--- src/rtl/bgd_pkg.sv ---
package bgd_pkg;

  typedef enum logic [1:0] {
    LEG_OFF = 2'd0,
    LEG_TOP = 2'd1,
    LEG_BOT = 2'd2
  } leg_req_e;

  typedef struct packed {
    logic mode;
    logic dir_ina;
    logic pwm_enb;
    logic qs_inb;
    logic en_ena;
    logic brk;
    logic uv;
    logic inh_a;
    logic inh_b;
  } ctl_s;

  localparam int CTL_W = $bits(ctl_s);

  // quadrant select idles high: low-side-only chopping by default
  localparam ctl_s CTL_RST = '{mode: 1'b0, dir_ina: 1'b0, pwm_enb: 1'b0,
                               qs_inb: 1'b1, en_ena: 1'b0, brk: 1'b0,
                               uv: 1'b0, inh_a: 1'b0, inh_b: 1'b0};

  localparam int NUM_LEGS = 2;

endpackage

--- src/rtl/bgd_sync.sv ---
module bgd_sync #(
  parameter int             W       = 1,
  parameter int             STAGES  = 2,
  parameter logic [W-1:0]   RST_VAL = '0
) (
  input  logic         clk,
  input  logic         rst_n,
  input  logic [W-1:0] d,
  output logic [W-1:0] q
);

  logic [W-1:0] stg [STAGES];

  always_ff @(posedge clk or negedge rst_n) begin
    if (!rst_n) begin
      for (int s = 0; s < STAGES; s++) stg[s] <= RST_VAL;
    end else begin
      stg[0] <= d;
      for (int s = 1; s < STAGES; s++) stg[s] <= stg[s-1];
    end
  end

  assign q = stg[STAGES-1];

endmodule

--- src/rtl/bgd_decode.sv ---
module bgd_decode
  import bgd_pkg::*;
(
  input  ctl_s     ctl,
  output leg_req_e req_a,
  output leg_req_e req_b
);

  leg_req_e diag_hi, diag_lo;

  // side requests of the active diagonal in full-bridge mode
  always_comb begin
    diag_hi = (ctl.qs_inb || ctl.pwm_enb) ? LEG_TOP : LEG_OFF;
    diag_lo = ctl.pwm_enb ? LEG_BOT : LEG_OFF;
  end

  always_comb begin
    req_a = LEG_OFF;
    req_b = LEG_OFF;
    if (ctl.mode) begin
      if (ctl.uv || ctl.inh_a || ctl.inh_b || !ctl.en_ena) begin
        req_a = LEG_OFF;
        req_b = LEG_OFF;
      end else if (ctl.brk) begin
        req_a = LEG_BOT;
        req_b = LEG_BOT;
      end else if (ctl.dir_ina) begin
        req_a = diag_hi;
        req_b = diag_lo;
      end else begin
        req_a = diag_lo;
        req_b = diag_hi;
      end
    end else if (!ctl.uv) begin
      if (!ctl.inh_a && ctl.en_ena) req_a = ctl.dir_ina ? LEG_TOP : LEG_BOT;
      if (!ctl.inh_b && ctl.pwm_enb) req_b = ctl.qs_inb ? LEG_TOP : LEG_BOT;
    end
  end

endmodule

--- src/rtl/bgd_leg.sv ---
module bgd_leg
  import bgd_pkg::*;
#(
  parameter int DEAD_CYC = 4
) (
  input  logic     clk,
  input  logic     rst_n,
  input  leg_req_e req,
  output logic     top_o,
  output logic     bot_o
);

  localparam int            CW   = (DEAD_CYC > 1) ? $clog2(DEAD_CYC) : 1;
  localparam logic [CW-1:0] LAST = CW'(DEAD_CYC - 1);

  leg_req_e      req_q;
  logic [CW-1:0] cnt;
  logic          settled;

  // request unchanged for DEAD_CYC cycles
  assign settled = (req == req_q) && (cnt == LAST);

  always_ff @(posedge clk or negedge rst_n) begin
    if (!rst_n) begin
      req_q <= LEG_OFF;
      cnt   <= '0;
      top_o <= 1'b0;
      bot_o <= 1'b0;
    end else begin
      req_q <= req;
      if (req != req_q)   cnt <= '0;
      else if (cnt != LAST) cnt <= cnt + CW'(1);
      top_o <= (req == LEG_TOP) && settled;
      bot_o <= (req == LEG_BOT) && settled;
    end
  end

endmodule

--- src/rtl/bridge_gate_ctrl.sv ---
module bridge_gate_ctrl
  import bgd_pkg::*;
#(
  parameter int DEAD_CYC    = 4,
  parameter int SYNC_STAGES = 2
) (
  input  logic clk,
  input  logic rst_n,
  input  logic mode_i,
  input  logic dir_ina_i,
  input  logic pwm_enb_i,
  input  logic qs_inb_i,
  input  logic en_ena_i,
  input  logic brk_i,
  input  logic uv_i,
  input  logic inh_a_i,
  input  logic inh_b_i,
  output logic gate_top_a_o,
  output logic gate_bot_a_o,
  output logic gate_top_b_o,
  output logic gate_bot_b_o
);

  ctl_s           ctl_raw, ctl_sync;
  logic [CTL_W-1:0] ctl_sync_bits;
  leg_req_e       req   [NUM_LEGS];
  logic           top_g [NUM_LEGS];
  logic           bot_g [NUM_LEGS];

  assign ctl_raw = '{mode: mode_i, dir_ina: dir_ina_i, pwm_enb: pwm_enb_i,
                     qs_inb: qs_inb_i, en_ena: en_ena_i, brk: brk_i,
                     uv: uv_i, inh_a: inh_a_i, inh_b: inh_b_i};

  bgd_sync #(
    .W       (CTL_W),
    .STAGES  (SYNC_STAGES),
    .RST_VAL (CTL_RST)
  ) u_sync (
    .clk   (clk),
    .rst_n (rst_n),
    .d     (ctl_raw),
    .q     (ctl_sync_bits)
  );

  assign ctl_sync = ctl_s'(ctl_sync_bits);

  bgd_decode u_dec (
    .ctl   (ctl_sync),
    .req_a (req[0]),
    .req_b (req[1])
  );

  for (genvar g = 0; g < NUM_LEGS; g++) begin : g_leg
    bgd_leg #(.DEAD_CYC(DEAD_CYC)) u_leg (
      .clk   (clk),
      .rst_n (rst_n),
      .req   (req[g]),
      .top_o (top_g[g]),
      .bot_o (bot_g[g])
    );
  end

  assign gate_top_a_o = top_g[0];
  assign gate_bot_a_o = bot_g[0];
  assign gate_top_b_o = top_g[1];
  assign gate_bot_b_o = bot_g[1];

endmodule

--- config.mk ---
export PLATFORM = sky130hd
export DESIGN_NAME = bridge_gate_ctrl
export DESIGN_NICKNAME = d
export VERILOG_FILES = /design/src/rtl/bgd_pkg.sv /design/src/rtl/bgd_sync.sv /design/src/rtl/bgd_decode.sv /design/src/rtl/bgd_leg.sv /design/src/rtl/bridge_gate_ctrl.sv
export SDC_FILE = /design/constraint.sdc
export NUM_CORES = 1
export LEC_CHECK = 0
export BUFFER_PORTS_ARGS = -buffer_cell sky130_fd_sc_hd__buf_2
export CAP_MARGIN = 5
export CORE_MARGIN = 1
export CORE_UTILIZATION = 35
export DETAILED_ROUTE_END_ITERATION = 7
export GPL_ROUTABILITY_DRIVEN = 0
export GPL_TIMING_DRIVEN = 0
export PLACE_DENSITY_LB_ADDON = 0.2
export SYNTH_ARGS = -nofsm -noshare
export SYNTH_HDL_FRONTEND = slang
export SYNTH_HIERARCHICAL = 1
export SYNTH_SLANG_ARGS = --single-unit
export TNS_END_PERCENT = 100
--- constraint.sdc ---
create_clock -name clk -period 3.6 [get_ports clk]
set_input_delay 0.18 -clock clk [delete_from_list [all_inputs] [get_ports clk]]
set_output_delay 0.18 -clock clk [all_outputs]
set_load 0.03 [all_outputs]
## Word level (Yosys, flattened, before mapping)

Cells that the tools add are included.

- Add/subtract/negate cells: 2
- Eq/ne operators: 12
- Reduce and logical (&&, ||, !) cells: 17
- Muxes and demuxes: 20

Operators by type and width:

| cell | count |
|---|---|
| 2-to-1 mux 2 bit | 19 |
| == test 2 bit, second input constant | 4 |
| logical AND 1 bit | 8 |
| adder 2 x 1 -> 2 bit, second input constant | 2 |
| == test 2 x 1 -> 1 bit, second input constant | 2 |
| == test 2 bit | 2 |
| logical OR 1 bit | 4 |
| != test 2 bit | 2 |
| != test 2 bit, second input constant | 2 |
| nonzero test 2 bit | 2 |
| zero test 1 bit | 3 |
| 2-to-1 mux 1 bit | 1 |

- Flip-flop bits (word level): 30

## Logic depth before layout (Yosys ltp)

Gate-level depths: netlist of the first run.

- Depth after elaboration: 9
- Gate-level depth with buffers: 6

## By module

Netlist of the first run, hierarchy kept.

Modules (own cells, without submodules):

| module | times used | seq. area each (um2) | area each (um2) | cells each |
|---|---|---|---|---|
| bgd_sync | 1 | 452.9 | 520.5 | 27 |
| bgd_leg | 2 | 150.1 | 237.7 | 17 |
| bgd_decode | 1 | 0.0 | 122.6 | 18 |

## Worst setup path after synthesis of the first run

Ideal clock, no wire load.

- Path type: reg-to-reg
- Start point: reg u_sync.stg, in the netlist u_sync/q[1]
- End point: reg g_leg[1].u_leg.cnt[0]
- Period minus slack after synthesis: 1.651 ns
- Buffers on the path: 1
- Data required time: 3.465 ns
- Path slack: 1.949 ns
- Cell stages (with the launch flop): 6
- Arrival time: 1.515 ns
- Setup time: 0.135 ns
- Cells stage by stage: dfrtp_1 -> buf_4 -> nand4bb_2 -> o31ai_1 -> xor2_1 -> nor3_1

RTL lines:

| element | RTL line | RTL |
|---|---|---|
| start: declaration | bgd_sync.sv:12 | `logic [W-1:0] stg [STAGES];` |
| end signal: assignment | bgd_leg.sv:32 | `else if (cnt != LAST) cnt <= cnt + CW'(1);` |
| end: declaration | bgd_leg.sv:17 | `logic [CW-1:0] cnt;` |

==> metrics, run 1 <==
status=complete, no violations; count of warnings emitted by yosys=6; share of layout cells above drive strength 1=0.333; average cell area after synthesis=14.2 µm²; CP endpoint kind=register; worst-skew pair later-pin latency=between 0.3 and 0.4 ns; count of unresolved DRC violations after routing=0; maximum count of clock buffers along a single path=2; Die Area=0.00343 mm²; share of the synthesized area in the top cell type=0.626; areal power density over the cells=594 mW/mm²; io pins=15; largest area contributor in the netlist=sky130_fd_sc_hd__dfrtp_1; via count of the first global-routing pass=619; switching power summed over all nets=between 0.15 and 0.2 mW; Worst Skew=around 0.0042 ns; final setup vio count=0; GR Overflow Total=0; total nets after synthesis=92; Max Cap Viol=0; crit path launch type=register; antenna diode count=0; number of clock sinks=30; CTS root buf=sky130_fd_sc_hd__clkbuf_4; WL per Instance=10.2 µm; drt first-iter violations=9; number of port buffers=14; worst ir drop on vdd=0.230 mV; synth-to-layout area growth=30.1%; number of routed nets with antenna violations=0; Die Y-Extent=~59 µm; area of all placed cells without fillers=around 0.0015 mm²; summed instance area of the synthesized netlist=approximately 0.0011 mm²; sequential fraction of design power=0.452; worst setup path category=register to register; transition at the pin with the smallest max-transition slack=0.629 ns; Power, Total=0.864 mW; Switching Share=0.221; placeable core region=0.00305 mm²; antenna violations before repair=0; leading register cell type out of synthesis=sky130_fd_sc_hd__dfrtp_1; postcts setup bufs=0; total internal power=0.673 mW; synthesized netlist cell count=79; first-pass detailed-route iteration total=2; Std-Cell Rows=20; required time worst endpoint=roughly 3.8 ns; setup repair after global routing missed its margin=false; Max H-tree Level=2; post-layout minimum cycle time=about 1.9 ns; filler-free cell count of the finished design=about 160; count of hold-fix buffers inserted at cts=10; number of buffers created by CTS=5; Post-synth ARST share=1.00; setup total negative slack=0 ns; Detailed Place HPWL=about 990 µm; Post-layout nets=approximately 120; cell with the most instances after synthesis=sky130_fd_sc_hd__dfrtp_1; crit share post-route=0.524; via count=663; synthesis-stage register bit count=30; Cell variety after synth=21; upper clock frequency limit=0.530 GHz; first-pass GRT wire length=2550 µm; endpoints failing hold=0; number of enable-type register cells in the synthesized netlist=0; maximum number of pins on one net before global-route repair=31; post-DR vias/cell=4.28; TritonCTS clock tree=yes; highest fanout seen on the critical path=4; post-placement cell area=0.00124 mm²; largest cells by area after synthesis=sky130_fd_sc_hd__dfrtp_1, sky130_fd_sc_hd__buf_4, sky130_fd_sc_hd__dfstp_2, sky130_fd_sc_hd__xor2_1, sky130_fd_sc_hd__nor4_2; most frequent cells after synthesis=sky130_fd_sc_hd__dfrtp_1, sky130_fd_sc_hd__buf_4, sky130_fd_sc_hd__nor3_1, sky130_fd_sc_hd__xor2_1, sky130_fd_sc_hd__nand2_1; Die Wd=58.5 µm; Resized Gates After CTS=0; arrival time at the worst endpoint=2.08 ns; Final Max Slew Viols=0; class of the tightest hold or removal check=register to register; Initial Utilization=0.366; combinational cell fraction of total power=0.147; cell count after placement=137; portion of the post-synthesis area used by sequential elements=0.673; all-layer global routing usage=0.109; Static Leakage=slightly below 0.7 nW; worst slew margin relative to its limit=0.581; final routed wirelength across all metal layers=approximately 1600 µm; clock share of power=0.401; Reg clk slew, reported paths=approximately 0.09 ns
-- per-layer routing --
layer / vias to the layer above / share of wire / GRT usage
met3: 9 / 0.052 / 0.0462
met2: 21 / 0.44 / 0.163
li1: 329 / - / -
met1: 304 / 0.46 / 0.113
met5: - / 0 / 0
met4: 0 / 0.043 / 0.109
-- critical path, stage by stage, from the launching register on --
cell and delay (ns):
sky130_fd_sc_hd__dfrtp_1 0.37, sky130_fd_sc_hd__buf_4 0.13, sky130_fd_sc_hd__nand4bb_2 0.29, sky130_fd_sc_hd__o31ai_1 0.50
sky130_fd_sc_hd__xor2_1 0.36, sky130_fd_sc_hd__nor3_1 0.12
-- flip-flops by register name, indices dropped and copies added, names as in the netlist --
| name | cells |
|---|---|
| u_sync/q | 9 |
| u_sync/stg | 9 |
| g_leg.u_leg/cnt | 4 |
| g_leg.u_leg/req_q | 4 |
| g_leg.u_leg/bot_o | 2 |
| g_leg.u_leg/top_o | 2 |
-- logic make-up after synthesis --
kind of cell / count (synthesis) / synth area share
muxes: 2 / 0.0179
DFF: 30 / 0.673
buffers and inverters: 9 / 0.0604
adders and majority gates: 2 / 0.0224
and+or+nand+nor: 23 / 0.140
AOI/OAI and AO/OA: 7 / 0.0391
xor gates and xnor gates: 6 / 0.0470
-- power groups by stage --
| stage | clock network (mW) | logic (mW) | registers, mW |
|---|---|---|---|
| 6_report | 0.346 | 0.127 | 0.391 |
| 5_1_grt | 0.366 | 0.145 | 0.394 |
| 4_1_cts | 0.354 | 0.130 | 0.391 |
| 3_5_place_dp | 0 | 0.121 | 0.398 |
| 3_3_place_gp | 0 | 0.112 | 0.397 |
| 2_1_floorplan | 0 | 0.0891 | 0.397 |
-- cells in the final DEF (no fill, tap or decap) --
cell                            netlist  routed
sky130_fd_sc_hd__a21oi_1              3       3
sky130_fd_sc_hd__buf_2                0      14
sky130_fd_sc_hd__buf_4                9       9
sky130_fd_sc_hd__bufinv_16            0       2
sky130_fd_sc_hd__clkbuf_4             0       5
sky130_fd_sc_hd__clkbuf_8             0       1
sky130_fd_sc_hd__dfrtp_1             28      28
sky130_fd_sc_hd__dfstp_2              2       2
sky130_fd_sc_hd__dlygate4sd3_1        0      10
sky130_fd_sc_hd__ha_1                 2       2
sky130_fd_sc_hd__mux2i_1              2       2
sky130_fd_sc_hd__nand2_1              4       4
sky130_fd_sc_hd__nand2b_1             2       2
sky130_fd_sc_hd__nand3b_1             2       2
sky130_fd_sc_hd__nand4bb_2            1       1
sky130_fd_sc_hd__nor2_1               2       2
sky130_fd_sc_hd__nor3_1               6       6
sky130_fd_sc_hd__nor3b_1              1       1
sky130_fd_sc_hd__nor4_1               1       1
sky130_fd_sc_hd__nor4_2               3       3
sky130_fd_sc_hd__nor4b_1              1       1
sky130_fd_sc_hd__o21a_1               1       1
sky130_fd_sc_hd__o21ai_0              1       1
sky130_fd_sc_hd__o22a_1               1       1
sky130_fd_sc_hd__o31ai_1              1       1
sky130_fd_sc_hd__xor2_1               6       6
-- metrics by stage --
step	worst slack (ns)	utilization	hold slack, ns
final	1.71	0.477	0.353
after global routing	1.60	0.477	0.363
after CTS	1.72	0.477	0.356
after detailed placement	1.74	0.407	0.244
after global placement	1.78	0.407	0.238
after floorplan	1.95	-	-0.116
-- layout make-up --
cell class | count | area [µm²]
Buffer | 9 | 67.6
Clock buffer | 6 | 51.3
Clock inverter | 2 | 60.1
Fill cell | 277 | 1600
Multi-Input combinational cell | 40 | 298
Sequential cell | 30 | 753
Tap cell | 44 | 55.1
Timing Repair Buffer | 24 | 170
-- final timing paths --
kind	from	end	slack, ns	cells after the start
setup / recovery	u_sync/q[1]	g_leg[1].u_leg/cnt[1]	1.71	5
min in group asynchronous	rst_n	g_leg[1].u_leg/cnt[0]	0.41	2
hold / removal	u_sync/stg[15]	u_sync/q[6]	0.35	0
hold reg to reg	u_sync/stg[15]	u_sync/q[6]	0.35	0
max in group asynchronous	rst_n	u_sync/stg[12]	2.79	2
setup reg to reg	u_sync/q[1]	g_leg[1].u_leg/cnt[1]	1.71	5
No activity file was read; power rests on OpenSTA's default activity.
==> inputs of run 2 (changes only) <==
clock period = 1.94 ns   (was 3.6 ns; I/O delays follow)
==> run 2 against run 1 <==
  * Worst hold slack worse by 0.029 ns
  * Largest power group unchanged
  * Non-clock buffer count unchanged
  * Critical endpoint unchanged
  * Sequential cell count did not move
==> metrics, run 2 (synthesis results as in run 1) <==
final setup vio count=0 (unchanged); highest fanout seen on the critical path=4 (unchanged); status=complete, no violations; setup repair after global routing missed its margin=false; first-pass GRT wire length=2550 µm (unchanged); total internal power=1.25 mW (+86%); CP endpoint kind=register; GR Overflow Total=0 (unchanged); worst slack, placed=0.0817 ns (-1.66 ns); CTS root buf=sky130_fd_sc_hd__clkbuf_4; maximum count of clock buffers along a single path=2 (unchanged); class of the tightest hold or removal check=input pin to asynchronous set/reset pin; worst slew margin relative to its limit=0.581 (about the same); via count of the first global-routing pass=619 (unchanged); worst ir drop on vdd=0.428 mV (+86%); Post-layout nets=123 (unchanged); antenna violations before repair=0 (unchanged); Worst Skew=0.00421 ns (unchanged); arrival time at the worst endpoint=1.99 ns (-0.09 ns); final routed wirelength across all metal layers=1570 µm (-0.13%); Final Max Slew Viols=0 (unchanged); utilization of the core after routing=0.478 (+0.00164); areal power density over the cells=1100 mW/mm² (+85%); Die Wd=58.5 µm (unchanged); Reg clk slew, reported paths=0.09 ns (about the same); maximum number of pins on one net before global-route repair=31 (unchanged); required time worst endpoint=2.13 ns (-1.66 ns); most used cells in the layout excluding fill and tap cells=sky130_fd_sc_hd__dfrtp_1, sky130_fd_sc_hd__buf_2, sky130_fd_sc_hd__dlygate4sd3_1, sky130_fd_sc_hd__buf_4; first-pass detailed-route iteration total=2 (unchanged); Die Area=0.00343 mm² (unchanged); worst-skew pair later-pin latency=0.32 ns (about the same); via count=668 (+0.75%); Max H-tree Level=2 (unchanged); postcts setup bufs=0 (unchanged); Max Cap Viol=0 (unchanged); number of routed nets with antenna violations=0 (unchanged); combinational cell fraction of total power=0.148 (about the same); number of clock sinks=30 (unchanged); uppermost layer routed=met4; Initial Utilization=0.366 (unchanged); antenna diode count=0 (unchanged); share of layout cells above drive strength 1=0.342 (+0.00901); post-layout minimum cycle time=1.80 ns (-0.0872 ns); switching power summed over all nets=0.355 mW (+86%); most common library cell in the layout ignoring fill and taps=sky130_fd_sc_hd__dfrtp_1; setup total negative slack=0 ns (unchanged); Std-Cell Rows=20 (unchanged); Static Leakage=0.698 nW (+0.30%); post-DR vias/cell=4.31 (+0.75%); Detailed Place HPWL=993 µm (unchanged); transition at the pin with the smallest max-transition slack=0.629 ns (-0.0000259 ns); worst setup path category=register to register; Switching Share=0.221 (about the same); TritonCTS clock tree=yes; WL per Instance=10.1 µm (-0.13%); all-layer global routing usage=0.109 (unchanged); clock share of power=0.400 (about the same); Die Y-Extent=58.5 µm (unchanged); routed wl met3=88 µm (+7.3%); count of unresolved DRC violations after routing=0 (unchanged); crit share post-route=0.927 (+0.403); post-layout worst setup margin=0.142 ns (-1.57 ns); sequential fraction of design power=0.452 (about the same); WL met2=691 µm (-1.1%); synth-to-layout area growth=30.5%; M1 WL=715 µm (-1.1%); Final Hold Slack=0.324 ns (-0.0293 ns); upper clock frequency limit=0.556 GHz (+4.8%); placeable core region=0.00305 mm² (unchanged); drt first-iter violations=8 (-1); endpoints failing hold=0 (unchanged); number of port buffers=14 (unchanged); number of buffers created by CTS=5 (unchanged); io pins=15 (unchanged); crit path launch type=register
## run 2: final timing paths
| path | from | end | slack [ns] | cells past startpoint |
|---|---|---|---|---|
| worst max-delay path | u_sync/q[1] | g_leg[1].u_leg/cnt[1] | 0.14 | 6 |
| worst min-delay path | rst_n | g_leg[1].u_leg/cnt[0] | 0.32 | 2 |
| worst max register to register | u_sync/q[1] | g_leg[1].u_leg/cnt[1] | 0.14 | 6 |
| worst min register to register | u_sync/stg[15] | u_sync/q[6] | 0.35 | 0 |
| max in group asynchronous | rst_n | u_sync/stg[12] | 1.21 | 2 |
| min in group clk | u_sync/stg[15] | u_sync/q[6] | 0.35 | 0 |
## run 2: area by class of cell
class,count,area (µm²)
sequential,30,753
multi-input combinational,40,303
clock inverter,2,60.1
timing repair buffer,24,170
fill,274,1590
buffer,9,67.6
tap,44,55.1
clock buffer,6,51.3
## run 2: power groups by stage
stage | Combinational, mW | Clock [mW] | Sequential, mW
floorplan | 0.165 | 0 | 0.736
global placement | 0.207 | 0 | 0.736
detailed placement | 0.224 | 0 | 0.738
CTS | 0.241 | 0.657 | 0.725
global route | 0.270 | 0.679 | 0.732
finish | 0.237 | 0.642 | 0.725
## run 2: routing by layer
layer  GRT usage  vias to the layer above
met4       0.109                        0
met5           0                        -
met1       0.113                      304
li1            -                      329
met2       0.163                       24
met3      0.0462                       11
## run 2: worst max-delay path, cell delays in order (launching register included)
cell and delay [ns]:
sky130_fd_sc_hd__dfrtp_1 0.37, sky130_fd_sc_hd__buf_4 0.13, sky130_fd_sc_hd__nand4bb_2 0.30, sky130_fd_sc_hd__nor4_2 0.25, sky130_fd_sc_hd__o22a_1 0.26, sky130_fd_sc_hd__xor2_1 0.27, sky130_fd_sc_hd__nor3_1 0.10
## run 2: repair_timing
item,in CTS,in global routing
endpoints found under the setup margin,0,4
endpoints found under the hold margin,37,0
hold buffers,10,0
resized for setup,0,1
## run 2: per-stage QoR
step           instances  power [mW]  instance area, µm²
2_1_floorplan         79       0.901                1120
3_3_place_gp         137       0.943                1240
3_5_place_dp         137       0.962                1240
4_1_cts              155        1.62                1460
5_1_grt              155        1.68                1460
6_report             155        1.60                1460
